$ cat src/rtl/mfp_pkg.sv
// Shared definitions for the multi-function pin controller.
// Assumes the role encoding is fixed by software configuration.
package mfp_pkg;
    typedef enum logic [1:0] {
        PIN_ROLE_MODE = 2'd0,
        PIN_ROLE_STBY = 2'd1,
        PIN_ROLE_BOTH = 2'd2,
        PIN_ROLE_OFF  = 2'd3
    } pin_role_e;

    // True when the role lets the pin drive rail modes.
    function automatic logic role_drives_mode(pin_role_e r);
        return (r == PIN_ROLE_MODE) || (r == PIN_ROLE_BOTH);
    endfunction

    // True when the role lets the pin request standby.
    function automatic logic role_drives_stby(pin_role_e r);
        return (r == PIN_ROLE_STBY) || (r == PIN_ROLE_BOTH);
    endfunction
endpackage

$ cat src/rtl/mfp_pin_filter.sv
// Synchroniser plus deglitch counter for the raw pin.
// Assumes rest_level is static after reset; both the chain and the
// filtered level reset to it, so no edge is seen on reset release.
module mfp_pin_filter #(
    parameter int SYNC_STAGES  = 2,
    parameter int DEGLITCH_CYC = 16
) (
    input  logic clk,
    input  logic rst_n,
    input  logic pin_raw,
    input  logic rest_level,
    output logic filt_level
);
    localparam int CNT_W = $clog2(DEGLITCH_CYC + 1);
    localparam logic [CNT_W-1:0] CNT_LAST = CNT_W'(DEGLITCH_CYC - 1);

    logic [SYNC_STAGES-1:0] sync_q;
    logic                   sync_out;
    logic [CNT_W-1:0]       cnt_q;
    logic                   filt_q;

    generate
        if (SYNC_STAGES > 1) begin : g_chain
            // Shift the pin through a multi-stage synchroniser.
            always_ff @(posedge clk) begin
                if (!rst_n) sync_q <= {SYNC_STAGES{rest_level}};
                else        sync_q <= {sync_q[SYNC_STAGES-2:0], pin_raw};
            end
        end else begin : g_single
            // Single-stage capture when only one stage is configured.
            always_ff @(posedge clk) begin
                if (!rst_n) sync_q <= rest_level;
                else        sync_q <= pin_raw;
            end
        end
    endgenerate

    assign sync_out = sync_q[SYNC_STAGES-1];

    // Count consecutive disagreeing samples; adopt the new level at the limit.
    always_ff @(posedge clk) begin
        if (!rst_n) begin
            cnt_q  <= '0;
            filt_q <= rest_level;
        end else if (sync_out != filt_q) begin
            if (cnt_q == CNT_LAST) begin
                cnt_q  <= '0;
                filt_q <= sync_out;
            end else begin
                cnt_q <= cnt_q + 1'b1;
            end
        end else begin
            cnt_q <= '0;
        end
    end

    assign filt_level = filt_q;

    // the filtered level only moves when the count reached its limit.
    p_filter_waits_r3: assert property (@(posedge clk) disable iff (!rst_n)
        !$stable(filt_q) |-> ($past(cnt_q) == CNT_LAST));
endmodule

$ cat src/rtl/mfp_role_decode.sv
// Combinational interpretation of the filtered pin by role and polarity.
// Produces the common mode target for all rails and the pin standby wish.
module mfp_role_decode
    import mfp_pkg::*;
(
    input  logic      filt_level,
    input  pin_role_e role,
    input  logic      pol,
    input  logic      companion_mode,
    input  logic      reg_force_pwm,
    output logic      pin_asserted,
    output logic      tgt_pwm,
    output logic      pin_stby
);
    logic mode_owned;

    // Derive assertion, mode target and standby wish from the pin.
    always_comb begin
        pin_asserted = (filt_level == pol);
        mode_owned   = role_drives_mode(role) && !companion_mode;
        tgt_pwm      = reg_force_pwm || (mode_owned && !pin_asserted);
        pin_stby     = role_drives_stby(role) && pin_asserted;
    end
endmodule

$ cat src/rtl/mfp_rail_mode.sv
// Per-rail mode register that holds while its rail is ramping.
// Assumes the ramp flag is synchronous to clk.
module mfp_rail_mode (
    input  logic clk,
    input  logic rst_n,
    input  logic tgt_pwm,
    input  logic ramping,
    output logic pwm
);
    // Take the new target only when the rail is not ramping.
    always_ff @(posedge clk) begin
        if (!rst_n)        pwm <= 1'b1;
        else if (!ramping) pwm <= tgt_pwm;
    end

    // mode is frozen during a ramp.
    p_ramp_hold_r6: assert property (@(posedge clk) disable iff (!rst_n)
        ramping |=> $stable(pwm));
endmodule

$ cat src/rtl/mfp_stby_gate.sv
// Arms standby once the device has been active and registers the request.
// Assumes init_to_active is high only during the first power-up ramp.
module mfp_stby_gate (
    input  logic clk,
    input  logic rst_n,
    input  logic dev_active,
    input  logic init_to_active,
    input  logic stby_wish,
    output logic stby_req
);
    logic armed_q;

    // Sticky arming flag, set by an active state outside initialisation.
    always_ff @(posedge clk) begin
        if (!rst_n) armed_q <= 1'b0;
        else        armed_q <= armed_q || (dev_active && !init_to_active);
    end

    // Register the gated standby request.
    always_ff @(posedge clk) begin
        if (!rst_n) stby_req <= 1'b0;
        else        stby_req <= armed_q && stby_wish;
    end

    // no standby request while not yet armed.
    p_unarmed_quiet_r7: assert property (@(posedge clk) disable iff (!rst_n)
        !armed_q |-> !stby_req);
endmodule

$ cat src/rtl/mfp_stby_mode_ctrl.sv
// Top of the multi-function pin controller: filter, decode, per-rail
// blanking and standby gating. Assumes cfg_role and cfg_pol only change
// while rst_n is low.
module mfp_stby_mode_ctrl
    import mfp_pkg::*;
#(
    parameter int N_RAILS      = 3,
    parameter int SYNC_STAGES  = 2,
    parameter int DEGLITCH_CYC = 16
) (
    input  logic               clk,
    input  logic               rst_n,
    input  logic               pin_raw,
    input  logic [1:0]         cfg_role,
    input  logic               cfg_pol,
    input  logic               reg_force_pwm,
    input  logic               reg_stby_req,
    input  logic               companion_mode,
    input  logic               dev_active,
    input  logic               init_to_active,
    input  logic [N_RAILS-1:0] rail_ramping,
    output logic [N_RAILS-1:0] rail_pwm,
    output logic               stby_req
);
    pin_role_e role;
    logic      filt_level;
    logic      pin_asserted;
    logic      tgt_pwm;
    logic      pin_stby;
    logic      stby_wish;

    assign role = pin_role_e'(cfg_role);

    mfp_pin_filter #(
        .SYNC_STAGES (SYNC_STAGES),
        .DEGLITCH_CYC(DEGLITCH_CYC)
    ) u_filter (
        .clk       (clk),
        .rst_n     (rst_n),
        .pin_raw   (pin_raw),
        .rest_level(~cfg_pol),
        .filt_level(filt_level)
    );

    mfp_role_decode u_decode (
        .filt_level    (filt_level),
        .role          (role),
        .pol           (cfg_pol),
        .companion_mode(companion_mode),
        .reg_force_pwm (reg_force_pwm),
        .pin_asserted  (pin_asserted),
        .tgt_pwm       (tgt_pwm),
        .pin_stby      (pin_stby)
    );

    generate
        for (genvar i = 0; i < N_RAILS; i++) begin : g_rail
            mfp_rail_mode u_rail (
                .clk    (clk),
                .rst_n  (rst_n),
                .tgt_pwm(tgt_pwm),
                .ramping(rail_ramping[i]),
                .pwm    (rail_pwm[i])
            );

            // the override reaches every idle rail on the next edge.
            p_force_pwm_r4: assert property (@(posedge clk) disable iff (!rst_n)
                (reg_force_pwm && !rail_ramping[i]) |=> rail_pwm[i]);

            // a claimed mode function leaves the rail on the register bit.
            p_companion_r5: assert property (@(posedge clk) disable iff (!rst_n)
                (companion_mode && !reg_force_pwm && !rail_ramping[i]) |=> !rail_pwm[i]);
        end
    endgenerate

    // Merge pin-derived and register standby wishes.
    always_comb stby_wish = pin_stby || reg_stby_req;

    mfp_stby_gate u_gate (
        .clk           (clk),
        .rst_n         (rst_n),
        .dev_active    (dev_active),
        .init_to_active(init_to_active),
        .stby_wish     (stby_wish),
        .stby_req      (stby_req)
    );

    // an unused pin never raises standby on its own.
    p_role_off_r11: assert property (@(posedge clk) disable iff (!rst_n)
        (cfg_role == 2'd3 && !reg_stby_req) |=> !stby_req);

    // pin assertion is a pure function of level and polarity.
    always_comb begin
        if (rst_n) begin
            p_polarity_r2: assert (pin_asserted == (filt_level == cfg_pol));
        end
    end
endmodule

$ cat config.mk
export PLATFORM = sky130hd
export DESIGN_NAME = mfp_stby_mode_ctrl
export DESIGN_NICKNAME = d
export VERILOG_FILES = /design/src/rtl/mfp_pkg.sv /design/src/rtl/mfp_pin_filter.sv /design/src/rtl/mfp_role_decode.sv /design/src/rtl/mfp_rail_mode.sv /design/src/rtl/mfp_stby_gate.sv /design/src/rtl/mfp_stby_mode_ctrl.sv
export SDC_FILE = /design/constraint.sdc
export NUM_CORES = 1
export LEC_CHECK = 0
export ABC_AREA = 0
export CAP_MARGIN = 10
export CORE_AREA = 3 3 40 42
export DETAILED_ROUTE_END_ITERATION = 6
export DIE_AREA = 0 0 43 45
export PLACE_DENSITY = 0.73
export SETUP_SLACK_MARGIN = 0.2
export SYNTH_ARGS = -nofsm -noshare
export SYNTH_HDL_FRONTEND = slang
export SYNTH_HIERARCHICAL = 1
export SYNTH_SLANG_ARGS = --single-unit
export TNS_END_PERCENT = 20
$ cat constraint.sdc
create_clock -name clk -period 2.1 [get_ports clk]
set_clock_uncertainty 0.15 [all_clocks]
set_input_delay 0.42 -clock clk [delete_from_list [all_inputs] [get_ports clk]]
set_output_delay 0.42 -clock clk [all_outputs]
set_load 0.03 [all_outputs]
* Word level (Yosys, flattened, before mapping)
Cells that the tools add are included.
** Storage, ports and cells
- Bits of input ports :: 14
- Word-level logic and storage cells :: 39
- Output and inout bits :: 4
- Bits in registers :: 13
** Cells by class
- Multiplexer cells :: 4
- Reductions and logical operators :: 16
- Bitwise logic cells :: 3
- Equality and inequality tests :: 7
- Add/subtract/negate cells :: 1
** Operators with widths (count)
- $add A5 B1 Y5 const B :: 1
- $eq A5 B4 Y1 const B :: 1
- $logic_and A1 B1 Y1 :: 5
- $logic_or A1 B1 Y1 :: 5
- $ne A2 B1 Y1 const B :: 2
- $logic_not A1 Y1 :: 3
- $mux W1 :: 3
- $not A1 Y1 :: 3
- $reduce_or A3 Y1 :: 1
- $eq A2 B1 Y1 const B :: 1
- $eq A2 B2 Y1 const B :: 1
- $logic_not A2 Y1 :: 1
- $mux W2 :: 1
- $reduce_and A2 Y1 :: 1
- $eq A1 B1 Y1 :: 1
- $ne A1 B1 Y1 :: 1

* Depth between registers and ports, before layout
Gate-level depths: netlist of the first run.
- Depth in word-level cells :: 5
- Mapped depth :: 6
- Depth with buffers taken out :: 6

* Modules after synthesis
Netlist of the first run, hierarchy kept.
** Modules (own cells, without submodules)
- mfp_pin_filter :: seq. area each 170.2 um2, cells an instance 32, times used 1, area an instance 306.5 um2
- mfp_rail_mode :: seq. area each 20.0 um2, cells an instance 3, times used 3, area an instance 33.8 um2
- mfp_role_decode :: seq. area each 0.0 um2, cells an instance 9, times used 1, area an instance 67.6 um2
- mfp_stby_gate :: seq. area each 40.0 um2, cells an instance 5, times used 1, area an instance 67.6 um2
- mfp_stby_mode_ctrl :: seq. area each 0.0 um2, cells an instance 2, times used 1, area an instance 10.0 um2

* Worst setup path after synthesis of the first run
Ideal clock, no wire load.
- Path kind :: input to register
- Start :: in cfg_role[0]
- End :: reg u_gate.stby_req
- Required time :: 1.834 ns
- Setup slack :: 0.680 ns
- Stages :: 5
- Buffers on the path :: 0
- Setup time :: 0.116 ns
- Arrival time :: 1.155 ns
- Cell sequence :: inv_1 ha_1 and2_1 or2_1 and3_1
** Between the ends
- Cells in the longest elaborated chain, start to end :: 5
- Elaborated cells between the ends (all ways) :: 6
- Those cells by class :: eq/ne: 2; reduce/logical: 4
** RTL lines
- from (decl) :: line mfp_stby_mode_ctrl.sv:14 : input logic [1:0] cfg_role,
- $eq A2 B1 Y1 / $eq A2 B2 Y1 (equally long branches) :: line mfp_pkg.sv:18 : return (r == PIN_ROLE_STBY) || (r == PIN_ROLE_BOTH);
- $logic_or A1 B1 Y1 * :: line mfp_pkg.sv:18
- $logic_and A1 B1 Y1 * :: line mfp_role_decode.sv:22 : pin_stby = role_drives_stby(role) && pin_asserted;
- net pin_stby :: line mfp_stby_mode_ctrl.sv:29 : logic pin_stby;
- $logic_or A1 B1 Y1 * :: line mfp_stby_mode_ctrl.sv:77 : always_comb stby_wish = pin_stby || reg_stby_req;
- net stby_wish :: line mfp_stby_mode_ctrl.sv:30 : logic stby_wish;
- $logic_and A1 B1 Y1 * :: line mfp_stby_gate.sv:22 : else stby_req <= armed_q && stby_wish;
- to (signal assigned) :: line mfp_stby_gate.sv:22
- to (decl) :: line mfp_stby_gate.sv:9 : output logic stby_req
Mark *: on every way through the listed nets, which the timed path passes. The rest lies on a longest branch.
A chain may end at the register's enable or synchronous reset.

* Final worst setup path of the first run
- Start :: reg g_rail[2].u_rail.pwm
- End :: out rail_pwm[2]
** RTL lines
- from (decl) :: line mfp_rail_mode.sv:8 : output logic pwm
- from (signal assigned) :: line mfp_rail_mode.sv:13 : else if (!ramping) pwm <= tgt_pwm;
- to (decl) :: line mfp_stby_mode_ctrl.sv:22 : output logic [N_RAILS-1:0] rail_pwm,
No word-level cell between the ends.

==> impl_results.rst, run 1 <==
.. list-table::
   :header-rows: 1

   * - Metric
     - Value
   * - Run status
     - finished, final reports clean
   * - Required time worst endpoint
     - 1530 ps
   * - Area share of the largest cell type after synthesis
     - 43.4%
   * - GRT Resource Usage Total
     - between 10 and 15%
   * - Type of the worst setup path
     - register to primary output
   * - Power per standard cell area
     - 643 nW/um2
   * - DP HPWL
     - 805 um
   * - Synthesis-to-layout area growth
     - 40.3%
   * - CTS sink cnt
     - 13
   * - Antenna Cells
     - 0
   * - Total number of H-tree levels
     - 1
   * - Antenna violations before repair
     - 0
   * - CTS tree
     - done
   * - Final wirelength
     - approximately 950 um
   * - Sw Ratio
     - around 23%
   * - Cells on Worst Hold Path
     - 2
   * - Cell at the root of the clock tree
     - clkbuf_4
   * - Commonest cells after routing, fill and taps aside
     - 17 x clkdlybuf4s50_1, 12 x dfxtp_1, 11 x nand2_1
   * - # Max-Cap Violations
     - 0
   * - Relative contribution of the clock network to total power
     - 28.2%
   * - Total of endpoints with negative setup slack in the final report
     - 0
   * - Post-synthesis instance area
     - 553 um2
   * - Reg2Reg Capture Point
     - u_filter/cnt_q[3]$_SDFF_PP0_
   * - CP peak stage delay
     - 670 ps
   * - Placed instance area
     - 749 um2
   * - Number of standard cells after synthesis
     - 57
   * - FF-to-FF path depth
     - 5
   * - Placer Congestion
     - 0.688
   * - Launch instance of the worst min-delay path
     - u_filter/sync_q[0]$_DFF_P_
   * - Max Fanout on Critical Path
     - 2
   * - Average via count per standard cell
     - 4.48
   * - Part of the Yosys area used for sequential elements
     - 48.9%
   * - CTS Buffer Depth
     - 2
   * - Maximum number of pins on one net before global-route repair
     - 8
   * - Overall die area
     - slightly below 2000 um2
   * - Family with the most delay on the worst path
     - buffers and inverters
   * - Worst supply voltage drop on vdd
     - approximately 0.62 mV
   * - Area contributors post-synth
     - dfxtp_1 43%, ha_1 9.0%, nand2_1 7.5%, mux2i_1 5.4%, edfxtp_1 5.4%
   * - Congestion Overflow GR
     - 0
   * - Net count after synthesis
     - 75
   * - Portion of total power attributed to combinational logic
     - 17.3%
   * - IO Port Bufs
     - 17
   * - Cell breakdown of the critical path
     - clkdlybuf4s50_1
   * - Final worst hold slack
     - 285 ps
   * - Path type of the worst min-delay path
     - register to register
   * - First-pass GRT wire length
     - 1.68 mm
   * - Design area
     - a little under 800 um2
   * - Die Ht
     - 45 um
   * - Fraction of final layout cells sized beyond drive strength 1
     - 8.86%
   * - Part of the power in registers
     - between 50% and 60%
   * - Worst Tran Pin Value
     - 310 ps
   * - Number of core rows
     - 13
   * - Period minus WS final
     - 1840 ps
   * - Total of flip-flops plus latches after synthesis
     - 13
   * - Via Count
     - 421
   * - Start of the worst register-to-register path
     - u_filter/cnt_q[0]$_SDFF_PP0_
   * - Summed negative setup slack over all endpoints
     - 0 ps
   * - Number of buffers created by CTS
     - 3
   * - Worst hold endpoint
     - u_filter/sync_q[1]$_DFF_P_
   * - Cells resized by post-CTS repair
     - 0
   * - Register-to-register path setup slack
     - 590 ps
   * - Launch point of the critical path
     - g_rail[2].u_rail/pwm$_SDFFE_PN1N_
   * - Routed length per instance
     - 10.1 um
   * - Leakage power summed over all cells
     - 0.355 nW
   * - Unrepaired setup endpoints after global routing
     - false
   * - Worst skew pair latency
     - 260 ps
   * - Power dissipated by switching net loads
     - around 0.11 mW
   * - YS warnings
     - 6
   * - Most common cell after layout, fill and taps aside
     - clkdlybuf4s50_1
   * - DR pass1 iterations
     - 2
   * - First-iteration detailed-routing DRC count
     - 6
   * - Final-report max-slew violation count
     - 0
   * - Remaining number of nets flagged by the antenna check after routing
     - 0
   * - CP bufs+invs
     - 1
   * - Final period util
     - just under 90%
   * - Via count of the first global-routing pass
     - 422
   * - Drc violations
     - 0
   * - Post-route worst setup slack
     - 265 ps
   * - Number of primary I/O pins
     - 18
   * - Cell type with the largest total area after synthesis
     - dfxtp_1
   * - Number of endpoints with negative hold slack in the final report
     - 0
   * - Slowest CP cell
     - clkdlybuf4s50_1
   * - CTS clk-pin slew, worst paths
     - 70 ps
   * - Dpl ws
     - about 170 ps
   * - Initial standard-cell utilization of the core
     - 43.0%
   * - Total internal power
     - 0.386 mW
   * - DIE WIDTH
     - 43 um
   * - Net count reported at finish
     - 98
   * - Worst slew margin relative to its limit
     - between 70% and 80%
   * - Syn Area/Cell
     - 9.70 um2
   * - Endpoint class of the critical path
     - primary output
   * - Post-synthesis cell type count
     - 18
   * - Core Region
     - 1280 um2
   * - Number of hold buffers added after CTS
     - 0
   * - Postcts setup bufs
     - 0
   * - Data arrival time of the worst path
     - 1270 ps
   * - Worst Setup Start Kind
     - register
   * - FMAX
     - between 0.5 and 0.6 GHz
how the worst max path moves through the flow:
stage	slack, ps	cells past startpoint	endpoint
6_report	260	1	rail_pwm[2]
5_1_grt	210	1	rail_pwm[1]
4_1_cts	250	1	rail_pwm[1]
3_5_place_dp	170	6	u_gate/stby_req$_SDFF_PN0_
3_3_place_gp	200	6	u_gate/stby_req$_SDFF_PN0_
2_1_floorplan	680	5	u_gate/stby_req$_SDFF_PN0_
cell usage after synthesis:
library cell  count
xor2_1            2
edfxtp_1          1
xnor2_1           2
o31ai_2           1
o21a_1            1
dfxtp_1          12
inv_1             6
ha_1              4
nor2_1            6
or2_1             1
mux2i_1           3
nand2b_1          1
nor2b_4           1
nand3b_2          1
and2_1            1
nand3_1           1
nand2_1          11
and3_1            2
cell families (layout without fill, tap and decap cells):
group / after synthesis / in the layout / synth area share [%]
buf+inv: 6 / 28 / 4.07
flops: 13 / 13 / 48.9
simple gates: 25 / 25 / 22.6
mux: 3 / 3 / 5.43
compound gates: 2 / 2 / 3.62
xor+xnor: 4 / 4 / 6.34
fa+ha+maj: 4 / 4 / 9.05
layer usage:
metal	GRT usage, %	share of wire (%)	vias up
li1	-	-	225
met1	12.7	38	181
met2	20.7	54	15
met3	6.37	7.2	0
met4	5.42	0	0
met5	0	0	-
final cells by class:
cell class,count,area [um2]
Clock buffer,4,26.3
Fill cell,113,509
Inverter,6,22.5
Multi-Input combinational cell,38,260
Sequential cell,13,270
Tap cell,15,18.8
Timing Repair Buffer,18,178
metrics by stage:
step / util [%] / std cells / power, mW
after floorplan: - / 57 / 0.319
after global placement: 58.3 / 90 / 0.362
after detailed placement: 58.3 / 90 / 0.365
after CTS: 60.4 / 94 / 0.509
after global routing: 60.4 / 94 / 0.532
final: 60.4 / 94 / 0.498
power groups by stage:
stage               Combinational [mW]  Sequential [mW]  Clock [mW]
floorplan                       0.0341            0.285           0
global placement                0.0853            0.277           0
detailed placement              0.0873            0.278           0
CTS                             0.0880            0.272       0.149
global route                    0.0953            0.273       0.164
finish                          0.0862            0.272       0.141
state kept, by name, indices dropped and copies added, names as in the netlist:
name,flops
g_rail.u_rail/pwm,3
u_filter/cnt_q,5
u_filter/filt_level,1
u_filter/sync_q,2
u_gate/armed_q,1
u_gate/stby_req,1
worst min-delay path, delay by kind of cell (launching register included):
family | cells | cell delay (ps)
flops | 1 | 310
simple gates | 2 | 100
No activity file was read; power rests on OpenSTA's default activity.
==> run 2: changes to the inputs <==
--- a/config.mk
+++ b/config.mk
@@ -6,7 +6,7 @@
 export NUM_CORES = 1
 export LEC_CHECK = 0
 export ABC_AREA = 0
-export CAP_MARGIN = 10
+export CAP_MARGIN = 25
 export CORE_AREA = 3 3 40 42
 export DETAILED_ROUTE_END_ITERATION = 6
 export DIE_AREA = 0 0 43 45
==> constraint.sdc (replaced) <==
create_clock -name clk -period 2.1 [get_ports clk]
set_clock_uncertainty 0.15 [all_clocks]
set_input_delay 0.525 -clock clk [delete_from_list [all_inputs] [get_ports clk]]
set_output_delay 0.525 -clock clk [all_outputs]
set_load 0.03 [all_outputs]
==> run 2 against run 1 <==
First-iteration DRC count shrank 83%. Setup slack lost 100 ps. Sequential share of layout area is 0.056 points lower. Maximum frequency decreased by 5.4%. Die area stayed put. Cell area rose by 0.16%. Utilization up 0.097 points. Count of clock-buffer cells in the layout did not move. Worst hold slack lost 5.3 ps. Non-clock buffer count unchanged. Critical path type unchanged. Largest cell class unchanged.
==> impl_results.rst, run 2 (synthesis gave the netlist of run 1 again) <==
.. list-table::
   :header-rows: 1

   * - Metric
     - Value
   * - Global routing usage on met1
     - 13.3% (+0.68 points)
   * - Net count reported at finish
     - 98 (unchanged)
   * - Number of endpoints with negative hold slack in the final report
     - 0 (unchanged)
   * - Total number of H-tree levels
     - 1 (unchanged)
   * - Dpl ws
     - 66.3 ps (-105 ps)
   * - Cell breakdown of the critical path
     - clkdlybuf4s50_1
   * - Number of inserted filler cells in the final layout
     - 136 (+20%)
   * - CP bufs+invs
     - 1 (unchanged)
   * - Core Region
     - 1280 um2 (unchanged)
   * - Placer Congestion
     - 0.671 (-2.5%)
   * - FMAX
     - 0.516 GHz (-5.4%)
   * - Number of buffers created by CTS
     - 3 (unchanged)
   * - CTS tree
     - done
   * - Run status
     - finished, final reports clean
   * - Drc violations
     - 0 (unchanged)
   * - Share of the core filled with cells in the final layout
     - 60.5% (+0.097 points)
   * - Placed instance area
     - 749 um2 (unchanged)
   * - Area of the multi-input gates
     - 260 um2 (unchanged)
   * - CTS Buffer Depth
     - 2 (unchanged)
   * - CTS sink cnt
     - 13 (unchanged)
   * - CTS clk-pin slew, worst paths
     - 70 ps (about the same)
   * - Synthesis-to-layout area growth
     - 40.5%
   * - Final worst hold slack
     - 279 ps (-5.26 ps)
   * - Design area
     - 777 um2 (+0.16%)
   * - Worst supply voltage drop on vdd
     - 0.462 mV (-25%)
   * - Type of the worst setup path
     - register to primary output
   * - # Max-Cap Violations
     - 0 (unchanged)
   * - Worst Setup Start Kind
     - register
   * - Number of hold buffers added after CTS
     - 0 (unchanged)
   * - Met2 global-route usage
     - 24.3% (+3.6 points)
   * - Worst Tran Pin Value
     - 333 ps (+23.3 ps)
   * - Worst skew pair latency
     - 260 ps (about the same)
   * - First-pass GRT wire length
     - 1.81 mm (+7.8%)
   * - Slowest CP cell
     - clkdlybuf4s50_1
   * - Average via count per standard cell
     - 4.64 (+3.6%)
   * - Overall die area
     - 1940 um2 (unchanged)
   * - Unrepaired setup endpoints after global routing
     - true
   * - Family with the most delay on the worst path
     - buffers and inverters
   * - Worst slew margin relative to its limit
     - 77.7% (-1.5 points)
   * - IO Port Bufs
     - 17 (unchanged)
   * - GRT Resource Usage Total
     - 13.4% (+1.2 points)
   * - Maximum number of pins on one net before global-route repair
     - 8 (unchanged)
   * - Data arrival time of the worst path
     - 1260 ps (about the same)
   * - Leakage power summed over all cells
     - 0.356 nW (+0.36%)
   * - Remaining number of nets flagged by the antenna check after routing
     - 0 (unchanged)
   * - Post-layout total power
     - 0.505 mW (+1.2%)
   * - Summed negative setup slack over all endpoints
     - 0 ps (unchanged)
   * - Postcts setup bufs
     - 0 (unchanged)
   * - Most common cell after layout, fill and taps aside
     - clkdlybuf4s50_1
   * - Sequential standard cell area
     - 270 um2 (unchanged)
   * - Antenna Cells
     - 0 (unchanged)
   * - Start of the worst register-to-register path
     - u_filter/cnt_q[0]$_SDFF_PP0_
   * - Fraction of final layout cells sized beyond drive strength 1
     - 8.86% (unchanged)
   * - First-iteration detailed-routing DRC count
     - 1 (-5)
   * - Via count of the first global-routing pass
     - 426 (+0.95%)
   * - Top flop regs
     - u_filter/cnt_q x5, g_rail.u_rail/pwm x3, u_filter/sync_q x2
   * - Endpoint class of the critical path
     - primary output
   * - Most used routing layer
     - met2
   * - Path type of the worst min-delay path
     - register to register
   * - CP peak stage delay
     - 670 ps (about the same)
   * - Post-placement cell count
     - 90 (unchanged)
   * - Antenna violations before repair
     - 0 (unchanged)
   * - Final wirelength
     - 1.06 mm (+11%)
   * - Largest register FFs
     - 5 (unchanged)
   * - Cell at the root of the clock tree
     - clkbuf_4
   * - Die Ht
     - 45 um (unchanged)
   * - Period minus WS final
     - 1940 ps (+104 ps)
   * - Total of endpoints with negative setup slack in the final report
     - 0 (unchanged)
   * - Commonest cells after routing, fill and taps aside
     - 15 x clkdlybuf4s50_1, 12 x dfxtp_1, 11 x nand2_1
   * - Met3 demand-to-capacity share in global routing
     - 3.98% (-2.4 points)
   * - Final-report max-slew violation count
     - 0 (unchanged)
   * - Final period util
     - 92.3% (+5.0 points)
   * - Routed length per instance
     - 11.3 um (+11%)
   * - Launch point of the critical path
     - g_rail[2].u_rail/pwm$_SDFFE_PN1N_
   * - Congestion Overflow GR
     - 0 (unchanged)
   * - Via Count
     - 436 (+3.6%)
   * - Max Fanout on Critical Path
     - 2 (unchanged)
   * - Most flop-heavy register
     - u_filter/cnt_q
   * - DR pass1 iterations
     - 2 (unchanged)
   * - Number of cells in the finished layout apart from fillers
     - 94 (unchanged)
   * - Number of primary I/O pins
     - 18 (unchanged)
   * - Power per standard cell area
     - 649 nW/um2 (+1.1%)
   * - Number of core rows
     - 13 (unchanged)
   * - Launch instance of the worst min-delay path
     - u_filter/sync_q[0]$_DFF_P_
   * - Post-route worst setup slack
     - 161 ps (-104 ps)
   * - DIE WIDTH
     - 43 um (unchanged)
   * - Required time worst endpoint
     - 1420 ps (-110 ps)
   * - DP HPWL
     - 864 um (+7.4%)
   * - Initial standard-cell utilization of the core
     - 43.0% (unchanged)
-- run 2: power by group --
group          switching, mW  internal [mW]
sequential           0.00746          0.264
combinational         0.0389         0.0476
clock                 0.0732         0.0733
-- run 2: layout make-up --
type / count / area share (%)
Timing Repair Buffer: 18 / 23.0
Multi-Input combinational cell: 38 / 33.5
Sequential cell: 13 / 34.8
Inverter: 6 / 2.90
Clock buffer: 4 / 3.38
Tap cell: 15 / 2.42
-- run 2: path summary, 6_finish.rpt --
kind / slack, ps / cells past startpoint / end
setup reg to reg: 580 / 5 / u_filter/cnt_q[2]$_SDFF_PP0_
hold / removal: 280 / 2 / u_filter/sync_q[1]$_DFF_P_
hold reg to reg: 280 / 2 / u_filter/sync_q[1]$_DFF_P_
setup / recovery: 160 / 1 / rail_pwm[2]
-- run 2: repair_timing --
| action | CTS | global route |
|---|---|---|
| hold endpoints to repair | 0 | 0 |
| endpoints found under the setup margin | 4 | 3 |
| gates resized for setup | 1 | 1 |
-- run 2: routing by layer --
layer  wire, um  vias to the layer above  part of all wire [%]
met5          0                        -                     0
met4         17                        0                   1.6
met3         75                        2                   7.1
met2        558                       12                    53
met1        408                      195                    39
li1           -                      227                     -
==> run 3: changes to the inputs <==
--- a/config.mk
+++ b/config.mk
@@ -10,10 +10,9 @@
 export CORE_AREA = 3 3 40 42
 export DETAILED_ROUTE_END_ITERATION = 6
 export DIE_AREA = 0 0 43 45
-export PLACE_DENSITY = 0.73
+export PLACE_DENSITY = 0.75
 export SETUP_SLACK_MARGIN = 0.2
 export SYNTH_ARGS = -nofsm -noshare
 export SYNTH_HDL_FRONTEND = slang
-export SYNTH_HIERARCHICAL = 1
 export SYNTH_SLANG_ARGS = --single-unit
 export TNS_END_PERCENT = 20
==> run 3 against run 2 <==
Area after synthesis up 3.2%. Via count shrank 3.9%. Clock power about the same. Die area did not move. Critical path depth unchanged. First-iteration DRC count stayed put. Register-to-register slack is essentially flat. Total power shrank 1.3%. Sequential power about the same. Routed wire length down 14%. Flip-flop and latch count stayed put. Critical endpoint is now rail_pwm[0]. Largest power group unchanged.
==> impl_results.rst, run 3 <==
.. list-table::
   :header-rows: 1

   * - Metric
     - Value
   * - GRT Resource Usage Total
     - 11.7% (-1.7 points)
   * - FMAX
     - 0.516 GHz (about the same)
   * - CTS clk-pin slew, worst paths
     - 80 ps (about the same)
   * - Net count after synthesis
     - 78 (+4.0%)
   * - Worst Setup Start Kind
     - register
   * - CTS Buffer Depth
     - 2 (unchanged)
   * - Unrepaired setup endpoints after global routing
     - true
   * - YS warnings
     - 0 (-6)
   * - Worst slew margin relative to its limit
     - 72.1% (-5.7 points)
   * - Launch instance of the worst min-delay path
     - u_filter.sync_q[0]$_DFF_P_
   * - Average via count per standard cell
     - 4.55 (-1.8%)
   * - Drc violations
     - 0 (unchanged)
   * - Period minus WS final
     - 1940 ps (-0.440 ps)
   * - Most common cell after layout, fill and taps aside
     - clkdlybuf4s50_1
   * - CTS sink cnt
     - 13 (unchanged)
   * - # Max-Cap Violations
     - 0 (unchanged)
   * - Number of inserted filler cells in the final layout
     - 111 (-18%)
   * - Antenna Cells
     - 0 (unchanged)
   * - CP bufs+invs
     - 1 (unchanged)
   * - Top flop regs
     - u_filter.cnt_q x5, g_rail.u_rail.pwm x3, u_filter.sync_q x2
   * - Final-report max-slew violation count
     - 0 (unchanged)
   * - Number of buffers created by CTS
     - 3 (unchanged)
   * - Number of synthesized flops with an enable pin
     - 1 (unchanged)
   * - CP peak stage delay
     - 670 ps (about the same)
   * - Placer Congestion
     - 0.685 (+2.1%)
   * - Antenna violations before repair
     - 0 (unchanged)
   * - First-pass GRT wire length
     - 1.70 mm (-6.1%)
   * - Cell at the root of the clock tree
     - clkbuf_4
   * - DIE WIDTH
     - 43 um (unchanged)
   * - Slowest CP cell
     - clkdlybuf4s50_1
   * - CTS tree
     - done
   * - Part of the power in registers
     - 54.6% (+0.8 points)
   * - Number of primary I/O pins
     - 18 (unchanged)
   * - Required time worst endpoint
     - 1420 ps (about the same)
   * - Run status
     - finished, final reports clean
   * - Die Ht
     - 45 um (unchanged)
   * - Overall die area
     - 1940 um2 (unchanged)
   * - Max Fanout on Critical Path
     - 2 (unchanged)
   * - Post-synthesis instance area
     - 571 um2 (+3.2%)
   * - Most flop-heavy register
     - u_filter.cnt_q
   * - Total internal power
     - 0.382 mW (-0.83%)
   * - Worst supply voltage drop on vdd
     - 0.378 mV (-18%)
   * - Start of the worst register-to-register path
     - u_filter.cnt_q[0]$_SDFF_PP0_
   * - Endpoint class of the critical path
     - primary output
   * - Total of endpoints with negative setup slack in the final report
     - 0 (unchanged)
   * - Part of the Yosys area used for sequential elements
     - 47.4% (-1.5 points)
   * - Cell type with the largest total area after synthesis
     - dfxtp_1
   * - Relative contribution of the clock network to total power
     - 29.2% (+0.2 points)
   * - IO Port Bufs
     - 17 (unchanged)
   * - Most used standard cell by instance count after synthesis
     - dfxtp_1
   * - Portion of total power attributed to combinational logic
     - 16.1% (-1.0 points)
   * - Share of synthesized registers carrying an async set or reset
     - 0% (unchanged)
   * - Cell breakdown of the critical path
     - clkdlybuf4s50_1
   * - Type of the worst setup path
     - register to primary output
   * - Core Region
     - 1280 um2 (unchanged)
   * - Worst skew pair latency
     - 260 ps (about the same)
   * - Area share of the largest cell type after synthesis
     - 42.1% (-1.3 points)
   * - Syn Area/Cell
     - 9.51 um2 (-2.0%)
   * - Final wirelength
     - 912 um (-14%)
   * - Post-synthesis cell type count
     - 19 (+1)
   * - Number of core rows
     - 13 (unchanged)
   * - Design area
     - 761 um2 (-2.1%)
   * - Power per standard cell area
     - 654 nW/um2 (+0.77%)
   * - Number of hold buffers added after CTS
     - 0 (unchanged)
   * - Leakage power summed over all cells
     - 0.321 nW (-9.8%)
   * - Via count of the first global-routing pass
     - 415 (-2.6%)
   * - DR pass1 iterations
     - 3 (+1)
   * - Commonest cells post-synth
     - 12 x dfxtp_1, 7 x nor2_1, 5 x inv_1, 5 x nand2_1
   * - Total of flip-flops plus latches after synthesis
     - 13 (unchanged)
   * - Area contributors post-synth
     - dfxtp_1 42%, ha_1 8.8%, mux2i_1 7.0%, edfxtp_1 5.3%, nor2_1 4.6%
   * - Fraction of final layout cells sized beyond drive strength 1
     - 3.90% (-5.0 points)
   * - Family with the most delay on the worst path
     - buffers and inverters
   * - Initial standard-cell utilization of the core
     - 44.4% (+1.4 points)
   * - Postcts setup bufs
     - 0 (unchanged)
   * - Synthesis-to-layout area growth
     - 33.3%
   * - Number of standard cells after synthesis
     - 60 (+5.3%)
   * - DP HPWL
     - 734 um (-15%)
   * - Final period util
     - 92.3% (about the same)
   * - Routed length per instance
     - 9.91 um (-12%)
   * - Placed instance area
     - 733 um2 (-2.2%)
   * - Largest register FFs
     - 5 (unchanged)
   * - Final worst hold slack
     - 288 ps (+8.32 ps)
   * - Worst Tran Pin Value
     - 417 ps (+84.0 ps)
   * - Summed negative setup slack over all endpoints
     - 0 ps (unchanged)
   * - Path type of the worst min-delay path
     - register to register
   * - Via Count
     - 419 (-3.9%)
   * - Launch point of the critical path
     - g_rail[0].u_rail.pwm$_SDFFE_PN1N_
   * - Power dissipated by switching net loads
     - 0.116 mW (-3.0%)
   * - Sw Ratio
     - 23.3% (-0.39 points)
   * - Remaining number of nets flagged by the antenna check after routing
     - 0 (unchanged)
   * - Commonest register cell after synthesis
     - dfxtp_1
   * - First-iteration detailed-routing DRC count
     - 1 (unchanged)
   * - Total number of H-tree levels
     - 1 (unchanged)
   * - Data arrival time of the worst path
     - 1260 ps (about the same)
   * - Congestion Overflow GR
     - 0 (unchanged)
   * - Commonest cells after routing, fill and taps aside
     - 15 x clkdlybuf4s50_1, 12 x dfxtp_1, 7 x nor2_1
   * - Net count reported at finish
     - 96 (-2.0%)
   * - Number of endpoints with negative hold slack in the final report
     - 0 (unchanged)
   * - Maximum number of pins on one net before global-route repair
     - 13 (+5)
[run 3: cell count changes in the layout (fill, tap and decap cells not counted), sizes merged, moves of 2 or more]
cell and change:
o21ai +2, nand2 -6, or4 +3, nand3 +3
[run 3: worst paths after layout]
kind                                        to  slack [ps]  cells after the start
setup / recovery                   rail_pwm[0]         160                      1
hold reg to reg     u_filter.sync_q[1]$_DFF_P_         290                      2
setup reg to reg  u_filter.cnt_q[0]$_SDFF_PP0_         590                      5
hold / removal      u_filter.sync_q[1]$_DFF_P_         290                      2
[run 3: kinds of logic (layout without fill, tap and decap cells)]
kind of cell               after synthesis  count (layout)  share of synthesized area [%]
xor gates and xnor gates                 4               4                           6.14
adders and majority gates                4               4                           8.77
muxes                                    4               4                           7.02
DFF                                     13              13                           47.4
buffers and inverters                    9              26                           7.89
AOI/OAI and AO/OA                        4               4                           3.95
and+or+nand+nor                         22              22                           18.9
[run 3: power by group through the flow]
stage / Combinational, mW / Clock [mW] / Sequential [mW]
6_report: 0.0802 / 0.146 / 0.272
2_1_floorplan: 0.0449 / 0 / 0.278
3_5_place_dp: 0.0818 / 0 / 0.278
3_3_place_gp: 0.0808 / 0 / 0.278
5_1_grt: 0.0895 / 0.167 / 0.275
4_1_cts: 0.0813 / 0.155 / 0.272
[run 3: per-layer routing]
layer  vias to the layer above  part of all wire [%]  global-route usage [%]
met3                         2                   7.3                    3.98
met5                         -                     0                       0
met1                       171                    45                    13.5
met2                        13                    46                    19.8
li1                        233                     -                       -
met4                         0                   1.8                    5.42
[run 3: repair_timing]
item,4_1_cts,5_1_grt
endpoints found under the hold margin,0,0
setup endpoints to repair,4,3
gates resized for setup,1,1
[run 3: through the flow]
| stage | setup slack, ps | utilization (%) | power (mW) | instances |
|---|---|---|---|---|
| 2_1_floorplan | 667 | - | 0.323 | 60 |
| 3_3_place_gp | 130 | 57.1 | 0.358 | 88 |
| 3_5_place_dp | 116 | 57.1 | 0.360 | 88 |
| 4_1_cts | 137 | 59.0 | 0.509 | 92 |
| 5_1_grt | 106 | 59.2 | 0.531 | 92 |
| 6_report | 161 | 59.2 | 0.498 | 92 |
[run 3: final cells by class]
type | instances | area, um2 | area share (%)
clock buffers | 4 | 26.3 | 3.45
inverters | 5 | 18.8 | 2.47
multi-input cells | 38 | 255 | 33.6
flip-flops and latches | 13 | 270 | 35.5
well taps | 15 | 18.8 | 2.47
repair buffers | 17 | 171 | 22.5
